**config.mk**
```make
export PLATFORM = sky130hd
export DESIGN_NAME = adc_serial_port
export DESIGN_NICKNAME = d
export VERILOG_FILES = /design/src/rtl/adc_sp_pkg.sv /design/src/rtl/adc_sp_frame_ctl.sv /design/src/rtl/adc_sp_setup_rx.sv /design/src/rtl/adc_sp_setup_decode.sv /design/src/rtl/adc_sp_result_tx.sv /design/src/rtl/adc_serial_port.sv
export SDC_FILE = /design/constraint.sdc
export NUM_CORES = 1
export LEC_CHECK = 0
export ABC_CLOCK_PERIOD_IN_PS = 2800
export CAP_MARGIN = 20
export CORE_ASPECT_RATIO = 0.5
export CORE_MARGIN = 4
export CORE_UTILIZATION = 50
export CTS_BUF_LIST = sky130_fd_sc_hd__clkbuf_8 sky130_fd_sc_hd__clkbuf_16
export CTS_CLUSTER_DIAMETER = 50
export CTS_CLUSTER_SIZE = 28
export DETAILED_ROUTE_END_ITERATION = 10
export HOLD_SLACK_MARGIN = 0.06
export PLACE_DENSITY = 0.79
export SLEW_MARGIN = 25
export SYNTH_ARGS = -nofsm -noshare
export SYNTH_HDL_FRONTEND = slang
export SYNTH_SLANG_ARGS = --single-unit
```
**constraint.sdc**
```tcl
create_clock -name clk -period 2.8 [get_ports clk]
set_input_delay 0.42 -clock clk [delete_from_list [all_inputs] [get_ports clk]]
set_output_delay 0.42 -clock clk [all_outputs]
set_load 0.005 [all_outputs]
```
**src/rtl/adc_sp_pkg.sv**
```systemverilog
`timescale 1ns/1ps
package adc_sp_pkg;
  localparam int CFG_BITS = 7;

  // Setup word as it lands in the shift register: first bit at the top.
  typedef struct packed {
    logic       single_end;
    logic       odd_swap;
    logic [1:0] addr;
    logic       com_ret;
    logic       uni;
    logic       sleep;
  } setup_word_t;

  typedef struct packed {
    logic [2:0] pos_ch;
    logic [2:0] neg_ch;
    logic       neg_gnd;
    logic       unipolar;
    logic       sleep_req;
    logic       sel_err;
  } mux_setup_t;

  localparam mux_setup_t SETUP_RST = '{pos_ch: 3'd0, neg_ch: 3'd1, neg_gnd: 1'b0,
                                       unipolar: 1'b0, sleep_req: 1'b0, sel_err: 1'b0};
endpackage

```
**src/rtl/adc_sp_frame_ctl.sv**
```systemverilog
`timescale 1ns/1ps
module adc_sp_frame_ctl #(
  parameter int RES_W = 16,
  localparam int CNT_W = $clog2(RES_W + 1)
) (
  input  logic             clk,
  input  logic             rst_n,
  input  logic             frame_n,
  input  logic             sck,
  output logic             rise_evt,
  output logic             fall_evt,
  output logic             frame_end,
  output logic [CNT_W-1:0] bit_cnt
);
  localparam logic [CNT_W-1:0] CNT_MAX = CNT_W'(RES_W);

  logic sck_q;
  logic frame_q;

  always_ff @(posedge clk or negedge rst_n) begin
    if (!rst_n) begin
      sck_q   <= 1'b0;
      frame_q <= 1'b1;
    end else begin
      sck_q   <= sck;
      frame_q <= frame_n;
    end
  end

  assign rise_evt  = !frame_n && sck && !sck_q;
  assign fall_evt  = !frame_n && !sck && sck_q;
  assign frame_end = frame_n && !frame_q;

  // Rising edges seen in this frame, saturating at RES_W.
  always_ff @(posedge clk or negedge rst_n) begin
    if (!rst_n)                             bit_cnt <= '0;
    else if (frame_end)                     bit_cnt <= '0;
    else if (rise_evt && bit_cnt != CNT_MAX) bit_cnt <= bit_cnt + 1'b1;
  end

  // the edge count never passes the result width
  p_cnt_bound_r9: assert property (@(posedge clk) disable iff (!rst_n)
    bit_cnt <= CNT_MAX);

  // once saturated, further rising edges leave the count alone
  p_cnt_sat_r9: assert property (@(posedge clk) disable iff (!rst_n)
    (bit_cnt == CNT_MAX && !frame_end) |=> bit_cnt == CNT_MAX);
endmodule

```
**src/rtl/adc_sp_setup_rx.sv**
```systemverilog
`timescale 1ns/1ps
module adc_sp_setup_rx
  import adc_sp_pkg::*;
#(
  parameter int RES_W = 16,
  localparam int CNT_W = $clog2(RES_W + 1)
) (
  input  logic             clk,
  input  logic             rst_n,
  input  logic             rise_evt,
  input  logic             frame_end,
  input  logic             sdi,
  input  logic [CNT_W-1:0] bit_cnt,
  output setup_word_t      word,
  output logic             commit,
  output logic             short_frame
);
  localparam logic [CNT_W-1:0] WORD_LEN = CNT_W'(CFG_BITS);

  logic [CFG_BITS-1:0] shreg;

  always_ff @(posedge clk or negedge rst_n) begin
    if (!rst_n)                             shreg <= '0;
    else if (rise_evt && bit_cnt < WORD_LEN) shreg <= {shreg[CFG_BITS-2:0], sdi};
  end

  assign word        = setup_word_t'(shreg);
  assign commit      = frame_end && (bit_cnt >= WORD_LEN);
  assign short_frame = frame_end && (bit_cnt <  WORD_LEN);

  // bits after the seventh never disturb the captured word
  p_word_frozen_r1: assert property (@(posedge clk) disable iff (!rst_n)
    (bit_cnt >= WORD_LEN && !frame_end) |=> $stable(shreg));
endmodule

```
**src/rtl/adc_sp_setup_decode.sv**
```systemverilog
`timescale 1ns/1ps
module adc_sp_setup_decode
  import adc_sp_pkg::*;
(
  input  setup_word_t word,
  output mux_setup_t  dec
);
  logic [2:0] code;
  assign code = {word.addr, word.odd_swap};

  always_comb begin
    dec           = SETUP_RST;
    dec.pos_ch    = code;
    dec.unipolar  = word.uni;
    dec.sleep_req = word.sleep;
    if (!word.single_end) begin
      dec.neg_ch = {word.addr, ~word.odd_swap};
    end else if (!word.com_ret) begin
      dec.neg_gnd = 1'b1;
      dec.neg_ch  = 3'd0;
    end else begin
      dec.neg_ch = 3'd7;
      if (code == 3'd7) begin
        dec.pos_ch  = 3'd0;
        dec.sel_err = 1'b1;
      end
    end
  end
endmodule

```
**src/rtl/adc_sp_result_tx.sv**
```systemverilog
`timescale 1ns/1ps
module adc_sp_result_tx #(
  parameter int RES_W = 16,
  localparam int CNT_W = $clog2(RES_W + 1)
) (
  input  logic             clk,
  input  logic             rst_n,
  input  logic             frame_n,
  input  logic             frame_end,
  input  logic             fall_evt,
  input  logic [CNT_W-1:0] bit_cnt,
  input  logic             unipolar,
  input  logic             res_valid,
  output logic             res_ready,
  input  logic [RES_W-1:0] res_data,
  output logic             sdo
);
  localparam logic [CNT_W-1:0] CNT_MAX = CNT_W'(RES_W);

  logic [RES_W-1:0] held;
  logic [RES_W-1:0] shreg;
  logic [RES_W-1:0] coded;
  logic             accept;

  assign res_ready = frame_n;
  assign accept    = res_valid && res_ready;
  assign coded     = unipolar ? res_data : {~res_data[RES_W-1], res_data[RES_W-2:0]};

  always_ff @(posedge clk or negedge rst_n) begin
    if (!rst_n) begin
      held  <= '0;
      shreg <= '0;
    end else if (accept) begin
      held  <= coded;
      shreg <= coded;
    end else if (frame_end) begin
      shreg <= held;
    end else if (fall_evt && bit_cnt != '0 && bit_cnt < CNT_MAX) begin
      shreg <= {shreg[RES_W-2:0], 1'b0};
    end
  end

  assign sdo = shreg[RES_W-1];

  // after the last rising edge, falling edges do not move sdo
  p_sdo_hold_r9: assert property (@(posedge clk) disable iff (!rst_n)
    (fall_evt && bit_cnt == CNT_MAX) |=> $stable(sdo));

  // inside a frame the output word moves only on falling edges
  p_quiet_frame_r8: assert property (@(posedge clk) disable iff (!rst_n)
    (!frame_n && !fall_evt) |=> $stable(shreg));

  // the held result cannot change while a frame is open
  p_held_locked_r11: assert property (@(posedge clk) disable iff (!rst_n)
    !frame_n |=> $stable(held));
endmodule

```
**src/rtl/adc_serial_port.sv**
```systemverilog
`timescale 1ns/1ps
module adc_serial_port
  import adc_sp_pkg::*;
#(
  parameter int RES_W = 16
) (
  input  logic             clk,
  input  logic             rst_n,
  input  logic             frame_n,
  input  logic             sck,
  input  logic             sdi,
  output logic             sdo,
  output logic             sdo_oe,
  input  logic             res_valid,
  output logic             res_ready,
  input  logic [RES_W-1:0] res_data,
  output logic [2:0]       pos_ch,
  output logic [2:0]       neg_ch,
  output logic             neg_gnd,
  output logic             unipolar,
  output logic             sleep_req,
  output logic             sel_err,
  output logic             cfg_err
);
  localparam int CNT_W = $clog2(RES_W + 1);

  logic             rise_evt;
  logic             fall_evt;
  logic             frame_end;
  logic [CNT_W-1:0] bit_cnt;
  setup_word_t      word;
  logic             commit;
  logic             short_frame;
  mux_setup_t       dec;
  mux_setup_t       setup_q;

  adc_sp_frame_ctl #(.RES_W(RES_W)) u_frame (
    .clk(clk), .rst_n(rst_n), .frame_n(frame_n), .sck(sck),
    .rise_evt(rise_evt), .fall_evt(fall_evt), .frame_end(frame_end), .bit_cnt(bit_cnt)
  );

  adc_sp_setup_rx #(.RES_W(RES_W)) u_rx (
    .clk(clk), .rst_n(rst_n), .rise_evt(rise_evt), .frame_end(frame_end),
    .sdi(sdi), .bit_cnt(bit_cnt), .word(word), .commit(commit), .short_frame(short_frame)
  );

  adc_sp_setup_decode u_dec (
    .word(word), .dec(dec)
  );

  adc_sp_result_tx #(.RES_W(RES_W)) u_tx (
    .clk(clk), .rst_n(rst_n), .frame_n(frame_n), .frame_end(frame_end),
    .fall_evt(fall_evt), .bit_cnt(bit_cnt), .unipolar(setup_q.unipolar),
    .res_valid(res_valid), .res_ready(res_ready), .res_data(res_data), .sdo(sdo)
  );

  always_ff @(posedge clk or negedge rst_n) begin
    if (!rst_n) begin
      setup_q <= SETUP_RST;
      cfg_err <= 1'b0;
    end else if (commit) begin
      setup_q <= dec;
      cfg_err <= 1'b0;
    end else if (short_frame) begin
      cfg_err <= 1'b1;
    end
  end

  assign sdo_oe    = !frame_n;
  assign pos_ch    = setup_q.pos_ch;
  assign neg_ch    = setup_q.neg_ch;
  assign neg_gnd   = setup_q.neg_gnd;
  assign unipolar  = setup_q.unipolar;
  assign sleep_req = setup_q.sleep_req;
  assign sel_err   = setup_q.sel_err;

  // a short frame leaves the registered selection untouched
  p_short_keeps_r6: assert property (@(posedge clk) disable iff (!rst_n)
    short_frame |=> $stable(setup_q));

  // channel 7 is never selected against itself
  p_no_self_pair_r5: assert property (@(posedge clk) disable iff (!rst_n)
    (!neg_gnd && neg_ch == 3'd7) |-> pos_ch != 3'd7);

  // the selection changes only at the close of a frame
  p_setup_at_close_r1: assert property (@(posedge clk) disable iff (!rst_n)
    !frame_end |=> $stable(setup_q));
endmodule

```
==> impl_metrics.yaml, run 1 <==
synth:
  syn_avg_cell_area_sq_um: 11.9
  synth_largest_area_cell: "dfrtp_1"
  ys_types: 39
  synth_edf_count: 0
  yosysSeqAreaShare: 0.536
  postSynthCellCount: 223
  synth.area.top_cells: "dfrtp_1 52%, mux2_2 8.9%, a22o_1 4.6%"
  yosysWarnings: 0
  synth_area_sq_mm: 0.00266
  async_flop_share: 1.00
  ys.flop_type: "dfrtp_1"
  synth_seq_cells: 57
  synth_top_area_frac: 0.517
  syn-num-nets: 247
global_routing:
  grt.total_usage: 0.173
  antenna_found_initial: 0
  grt_max_degree: 34
  grt_pass1_vias: 1897
  grt_pass1_wl_mm: 8.99
  overflow: 0
die:
  coreArea_sq_mm: 0.00504
  die_w_um: 111
  io_pins: 36
  start_util: 0.528
  rows: 18
  die-area_sq_mm: 0.00663
  dieHeight_um: 59.6
clock_tree:
  cts-root-buf: "clkbuf_8"
  cts_buffer_depth: 2
  clkTransAtPathRegs_ns: 0.07
  clock_latency_ns: 0.33
  cts.sink_count: 57
  cts_resized: 0
  cts_setup_buffers: 0
  cts.htree.levels: 3
  numCtsBuffers: 9
  cts_tree: "built"
  ctsHoldBuffers: 0
sta:
  tightest_slew_ns: 0.734
  final.setup.tns_ns: 0
  max_slew_margin: 0.511
  layout_worst_path_cycle_share: 0.704
  postLayoutSetupSlackWorst_ns: 0.828
  fin_hold_ws_ns: 0.149
  setup_viol_count_final: 0
  finalHoldViolations: 0
  fmax_mhz: 507
  finalCriticalPeriod_ns: 1.97
  rsz0062_at_grt: "no"
  maxSlewViolCount: 0
  fin_worst_skew_ns: 0.00714
pwr:
  power.switching_mw: 0.566
  seq_power_share: 0.468
  leakage_nw: 1.47
  pwr-share-comb: 0.146
  peakVddDrop_mv: 0.368
  p_per_area_mw_per_mm2: 681
  p_total_mw: 2.24
  intPower_mw: 1.67
  p_sw_frac: 0.253
  clockPowerShare: 0.386
drt:
  drtIter0Drc: 74
  routed_wl_mm: 5.27
  drc: 0
  dr_total_vias: 1845
  drtPass1Iterations: 4
  ant_nets: 0
  wl_per_cell_um: 15.6
  avgViaCountPerCell: 5.47
run_status:
  status: "finished, final reports clean"
setup_path:
  cp_common_cell: "clkdlybuf4s50_1"
  crit_chain: "clkdlybuf4s50_1, inv_1, clkdlybuf4s50_1"
  crit_path_end_kind: "output port"
  worstSetupStartpoint: "frame_n"
  cp-start-kind: "primary input"
  r2r_slack_ns: 0.96
  cp.required_ns: 2.38
  arrival_ns: 1.55
  r2r-end: "neg_ch[1]"
  worst_path_largest_cell_delay_ns: 0.53
  crit_family: "buffers and inverters"
  critPathBufInv: 3
  r2r.worst_path.cells: 6
  critPathKind: "primary input to output port"
  cp_max_fo: 4
  r2r_start: "u_frame.bit_cnt[0]"
  slowest_stage: "clkdlybuf4s50_1"
cells_and_area:
  fin_cells: 337
  syn2layout_area_growth_pct: 23.5
  nets: 286
  drive_above_1_share: 0.232
  num_antenna_cells: 0
placed_design:
  gp_congestion: 0.778
  port_buffers: 35
  pre_cts_slack_ns: 0.509
  hpwl_mm: 3.64
  placedCellCount: 321
flow_run:
  maxCapViolCount: 0
worst_hold_path:
  holdCritPathClass: "primary input to asynchronous set/reset pin"
worst max path at each step:
stage                      to  slack [ns]  cells past startpoint
4_1_cts                sdo_oe        0.83                      3
2_1_floorplan  u_tx.shreg[15]        1.09                      6
3_5_place_dp   u_tx.shreg[15]        0.51                      6
5_1_grt        u_tx.shreg[15]        0.68                      6
3_3_place_gp   u_tx.shreg[15]        0.56                      6
6_report               sdo_oe        0.83                      3
kinds of logic after synthesis:
group | Yosys count | synth area share
adder cells (fa/ha/maj) | 2 | 0.00939
flip-flops | 57 | 0.536
XOR/XNOR | 4 | 0.0132
AO/OA/AOI/OAI | 56 | 0.152
AND/OR/NAND/NOR | 48 | 0.0954
multiplexers | 34 | 0.149
buffers and inverters | 22 | 0.0446
metrics by stage:
step / utilization / cell area, sq um
global placement: 0.607 / 3060
floorplan: - / 2660
CTS: 0.652 / 3290
global route: 0.652 / 3290
finish: 0.652 / 3290
detailed placement: 0.607 / 3060
registers in the layout, indices dropped and copies added, names as in the netlist:
register         flops
u_rx.word            7
u_frame.sck_q        1
neg_gnd              1
pos_ch               3
u_frame.bit_cnt      5
unipolar             1
u_tx.held           16
cfg_err              1
neg_ch               3
u_frame.frame_q      1
u_tx.shreg          16
sel_err              1
sleep_req            1
layout by cell type, fill, tap and decap left out, drive strengths merged, types with 2 or more instances in the layout:
cell type | synthesis | routed
clkinv | 0 | 2
o21ai | 21 | 21
nor2b | 2 | 2
dfstp | 2 | 2
dfrtp | 55 | 55
a22oi | 16 | 16
nor3b | 2 | 2
bufinv | 0 | 2
xor2 | 3 | 3
nand2 | 27 | 27
nand4 | 3 | 3
ha | 2 | 2
clkdlybuf4s50 | 0 | 34
a22o | 14 | 14
clkbuf | 2 | 11
nor2 | 7 | 7
mux2i | 6 | 6
mux2 | 28 | 28
buf | 11 | 7
inv | 9 | 9
synthesized netlist by cell type (4+ instances only):
master   count
inv_1        9
dfrtp_1     55
mux2_4       6
buf_2        5
a22oi_1     15
mux2i_1      6
nor2_1       6
o21ai_0     19
buf_4        4
nand2_1     25
mux2_2      21
a22o_1      14
power by group through the flow:
stage	Sequential, mW	Clock (mW)	Combinational (mW)
after global placement	1.06	0	0.315
after global routing	1.06	0.913	0.371
after detailed placement	1.06	0	0.330
final	1.05	0.865	0.327
after floorplan	1.03	0	0.232
after CTS	1.05	0.882	0.333
cell type report:
class	count	area, sq um
Sequential cell	57	1430
Clock inverter	5	77.6
Fill cell	402	1750
Multi-Input combinational cell	144	1120
Clock buffer	11	151
Tap cell	70	87.6
Inverter	9	33.8
Timing Repair Buffer	41	390
per-layer routing:
| layer | GRT usage | part of all wire |
|---|---|---|
| met5 | 0 | 0 |
| met4 | 0.0624 | 0.012 |
| met3 | 0.0449 | 0.033 |
| met2 | 0.304 | 0.51 |
| met1 | 0.212 | 0.44 |
No activity file was read; power rests on OpenSTA's default activity.
==> run 2: changes to the inputs <==
- ABC_CLOCK_PERIOD_IN_PS: 2800 -> 2000
- clock period: 2.8 -> 2 ns (I/O delays scaled with it)
==> impl_metrics.yaml, run 2 (synthesis results as in run 1) <==
global_routing:
  grt_max_degree: 41
  grt_pass1_wl_mm: 9.25
  antenna_found_initial: 0
  grt.total_usage: 0.181
  overflow: 0
  grt_pass1_vias: 1973
die:
  coreArea_sq_mm: 0.00504
  io_pins: 36
  die-area_sq_mm: 0.00663
  dieHeight_um: 59.6
  die_w_um: 111
  rows: 18
  start_util: 0.528
setup_path:
  r2r_start: "u_frame.bit_cnt[0]"
  r2r.worst_path.cells: 6
  worst_path_largest_cell_delay_ns: 0.45
  slowest_stage: "dfrtp_1"
  cp.required_ns: 2.21
  critPathKind: "flip-flop to flip-flop"
  arrival_ns: 2.09
  r2r_slack_ns: 0.12
  cp_max_fo: 10
  r2r-end: "neg_ch[2]"
  crit_path_end_kind: "flip-flop"
  crit_chain: "ha_1, a21o_1, a211oi_2, nor3_2, buf_4, mux2_4"
  cp-start-kind: "flip-flop"
placed_design:
  placedCellCount: 325
  gp_congestion: 0.770
  hpwl_mm: 3.71
  port_buffers: 35
cells_and_area:
  ff_latch_area_sq_mm: 0.00143
  multi_input_area_sq_mm: 0.00112
  final_common_cell: "dfrtp_1"
  fin_cells: 342
  nets: 291
  drive_above_1_share: 0.235
  syn2layout_area_growth_pct: 24.8
  final_cell_mix: "55 x dfrtp_1, 34 x clkdlybuf4s50_1, 25 x nand2_1, 21 x mux2_2, 19 x o21ai_0"
  fillers: 392
  num_antenna_cells: 0
sta:
  layout_worst_path_cycle_share: 0.939
  maxSlewViolCount: 0
  finalCriticalPeriod_ns: 1.88
  final.setup.tns_ns: 0
  fin_worst_skew_ns: 0.00761
  setup_viol_count_final: 0
  finalHoldViolations: 0
  tightest_slew_ns: 0.625
  fmax_mhz: 533
  rsz0062_at_grt: "no"
  max_slew_margin: 0.583
pwr:
  peakVddDrop_mv: 0.568
  leakage_nw: 1.50
  p_per_area_mw_per_mm2: 901
clock_tree:
  cts_buffer_depth: 2
  cts.sink_count: 57
  numCtsBuffers: 9
  cts_resized: 0
  cts.htree.levels: 3
  clock_latency_ns: 0.33
  cts-root-buf: "clkbuf_8"
  clkTransAtPathRegs_ns: 0.06
  cts_tree: "built"
drt:
  avgViaCountPerCell: 5.47
  dr_total_vias: 1872
  drtIter0Drc: 75
  drc: 0
  wl_per_cell_um: 15.6
  drtPass1Iterations: 5
  routed_wl_mm: 5.33
  ant_nets: 0
run_status:
  status: "finished, final reports clean"
flow_run:
  maxCapViolCount: 0
worst_hold_path:
  holdCritPathClass: "primary input to asynchronous set/reset pin"
## run 2: stage by stage
step / hold WS, ns / util / area (sq um) / setup WS [ns] / total power [mW]
3_3_place_gp: 0.256 / 0.618 / 3120 / 0.0966 / 1.92
4_1_cts: 0.430 / 0.659 / 3330 / 0.133 / 3.03
3_5_place_dp: 0.259 / 0.618 / 3120 / 0.0508 / 1.96
5_1_grt: 0.461 / 0.659 / 3330 / 0.0946 / 3.16
2_1_floorplan: 0.00441 / - / 2660 / 0.292 / 1.77
6_report: 0.442 / 0.659 / 3330 / 0.123 / 3.00
## run 2: worst max-delay path by stage
| stage | startpoint | to | slack (ns) |
|---|---|---|---|
| after floorplan | u_frame.bit_cnt[0] | u_tx.shreg[15] | 0.29 |
| after global placement | frame_n | sleep_req | 0.1 |
| after detailed placement | frame_n | u_tx.shreg[13] | 0.05 |
| after CTS | u_frame.bit_cnt[0] | neg_ch[2] | 0.13 |
| after global routing | frame_n | sdo_oe | 0.09 |
| final | u_frame.bit_cnt[0] | neg_ch[2] | 0.12 |
## run 2: layout make-up
| class | instances | share of cell area |
|---|---|---|
| flip-flops and latches | 57 | 0.430 |
| multi-input cells | 144 | 0.337 |
| repair buffers | 46 | 0.137 |
| clock buffers | 11 | 0.0455 |
| well taps | 70 | 0.0263 |
| clock inverters | 5 | 0.0143 |
| inverters | 9 | 0.0102 |
## run 2: power by group
group	internal (mW)	total [mW]	switching (mW)
Clock	0.629	1.05	0.422
Sequential	1.33	1.47	0.137
Combinational	0.260	0.477	0.217
## run 2: critical path: cells and delay by family (launching register included)
family	cells	cell delay, ns
mux	1	0.31
flops	1	0.45
simple gates	1	0.06
compound gates	2	0.47
fa+ha+maj	1	0.27
buf+inv	1	0.20
## run 2: metal layers
layer  track usage  routed length [um]  vias up
met3        0.0632                 252       10
li1              -                   -      890
met5             0                   0        -
met4        0.0901                  93        0
met1         0.205                2280      933
met2         0.315                2710       39
## run 2: timing repair
action	4_1_cts	5_1_grt
endpoints found under the hold margin	16	0
hold buffers	1	0
setup endpoints to repair	0	0
buffers inserted	0	0
==> run 3: changes to the inputs <==
- SKIP_CTS_REPAIR_TIMING: not set -> 1
==> impl_metrics.yaml, run 3 (synthesis results as in run 1) <==
sta:
  maxSlewViolCount: 0
  tightest_slew_ns: 0.621
  postLayoutSetupSlackWorst_ns: 0.122
  finalHoldViolations: 0
  setup_viol_count_final: 0
  final.setup.tns_ns: 0
  finalCriticalPeriod_ns: 1.88
  rsz0062_at_grt: "no"
  fmax_mhz: 533
  fin_worst_skew_ns: 0.00789
  max_slew_margin: 0.586
  layout_worst_path_cycle_share: 0.939
drt:
  drtIter0Drc: 73
  wl_per_cell_um: 15.6
  avgViaCountPerCell: 5.47
  ant_nets: 0
  dr_total_vias: 1870
  drtPass1Iterations: 5
  drc: 0
  routed_wl_mm: 5.34
clock_tree:
  cts_buffer_depth: 2
  cts.sink_count: 57
  cts.htree.levels: 3
  cts_tree: "built"
  clock_latency_ns: 0.33
  clkTransAtPathRegs_ns: 0.06
  numCtsBuffers: 9
  cts-root-buf: "clkbuf_8"
die:
  dieHeight_um: 59.6
  rows: 18
  die-area_sq_mm: 0.00663
  start_util: 0.528
  die_w_um: 111
  coreArea_sq_mm: 0.00504
  io_pins: 36
worst_hold_path:
  holdCritPathClass: "primary input to asynchronous set/reset pin"
placed_design:
  port_buffers: 35
  hpwl_mm: 3.71
  gp_congestion: 0.770
  pre_cts_slack_ns: 0.0508
cells_and_area:
  nets: 291
  drive_above_1_share: 0.235
  final_cell_mix: "55 x dfrtp_1, 34 x clkdlybuf4s50_1, 25 x nand2_1, 21 x mux2_2, 19 x o21ai_0"
  num_antenna_cells: 0
  final_common_cell: "dfrtp_1"
  syn2layout_area_growth_pct: 24.8
setup_path:
  r2r_slack_ns: 0.12
  crit_path_end_kind: "flip-flop"
  cp-start-kind: "flip-flop"
  r2r.worst_path.cells: 6
  critPathKind: "flip-flop to flip-flop"
  r2r_start: "u_frame.bit_cnt[0]"
  arrival_ns: 2.09
  cp.required_ns: 2.21
  cp_max_fo: 10
  r2r-end: "neg_ch[2]"
global_routing:
  grt_pass1_wl_mm: 9.25
  grt.total_usage: 0.181
  grt_max_degree: 41
  grt_pass1_vias: 1971
  antenna_found_initial: 0
  overflow: 0
pwr:
  leakage_nw: 1.50
  peakVddDrop_mv: 0.567
  p_per_area_mw_per_mm2: 901
flow_run:
  maxCapViolCount: 0
run_status:
  status: "finished, final reports clean"
run 3: routing by layer:
metal	vias up	wire length, um	part of all wire	global-route usage
li1	890	-	-	-
met1	932	2280	0.43	0.205
met2	38	2710	0.51	0.315
met3	10	246	0.046	0.0632
met4	0	93	0.017	0.0901
met5	-	0	0	0
run 3: cell type report:
type | count | area, sq um
Sequential cell | 57 | 1430
Clock buffer | 11 | 151
Clock inverter | 5 | 47.5
Timing Repair Buffer | 46 | 455
Inverter | 9 | 33.8
Multi-Input combinational cell | 144 | 1120
Tap cell | 70 | 87.6
Fill cell | 392 | 1720
run 3: worst max path at each step:
stage / cells past startpoint / from / slack (ns) / endpoint
6_report: 6 / u_frame.bit_cnt[0] / 0.12 / neg_ch[2]
5_1_grt: 3 / frame_n / 0.09 / sdo_oe
4_1_cts: 6 / u_frame.bit_cnt[0] / 0.13 / neg_ch[2]
3_5_place_dp: 5 / frame_n / 0.05 / u_tx.shreg[13]
3_3_place_gp: 5 / frame_n / 0.1 / sleep_req
2_1_floorplan: 6 / u_frame.bit_cnt[0] / 0.29 / u_tx.shreg[15]
run 3: critical path, cell delays in order, from the launching register on:
cell      delay (ns)
dfrtp_1         0.45
ha_1            0.27
a21o_1          0.17
a211oi_2        0.30
nor3_2          0.06
buf_4           0.20
mux2_4          0.31
run 3: through the flow:
step	power (mW)	hold WS (ns)	cell area, sq um	cells	util
finish	3.00	0.441	3330	342	0.659
global placement	1.92	0.256	3120	325	0.618
CTS	3.03	-0.115	3320	341	0.657
global route	3.16	0.474	3330	342	0.659
detailed placement	1.96	0.259	3120	325	0.618
floorplan	1.77	0.00441	2660	223	-
run 3: where the power goes:
| part | internal (mW) | switching, mW |
|---|---|---|
| registers | 1.33 | 0.137 |
| clock network | 0.629 | 0.423 |
| logic | 0.260 | 0.217 |
| total | 2.22 | 0.777 |
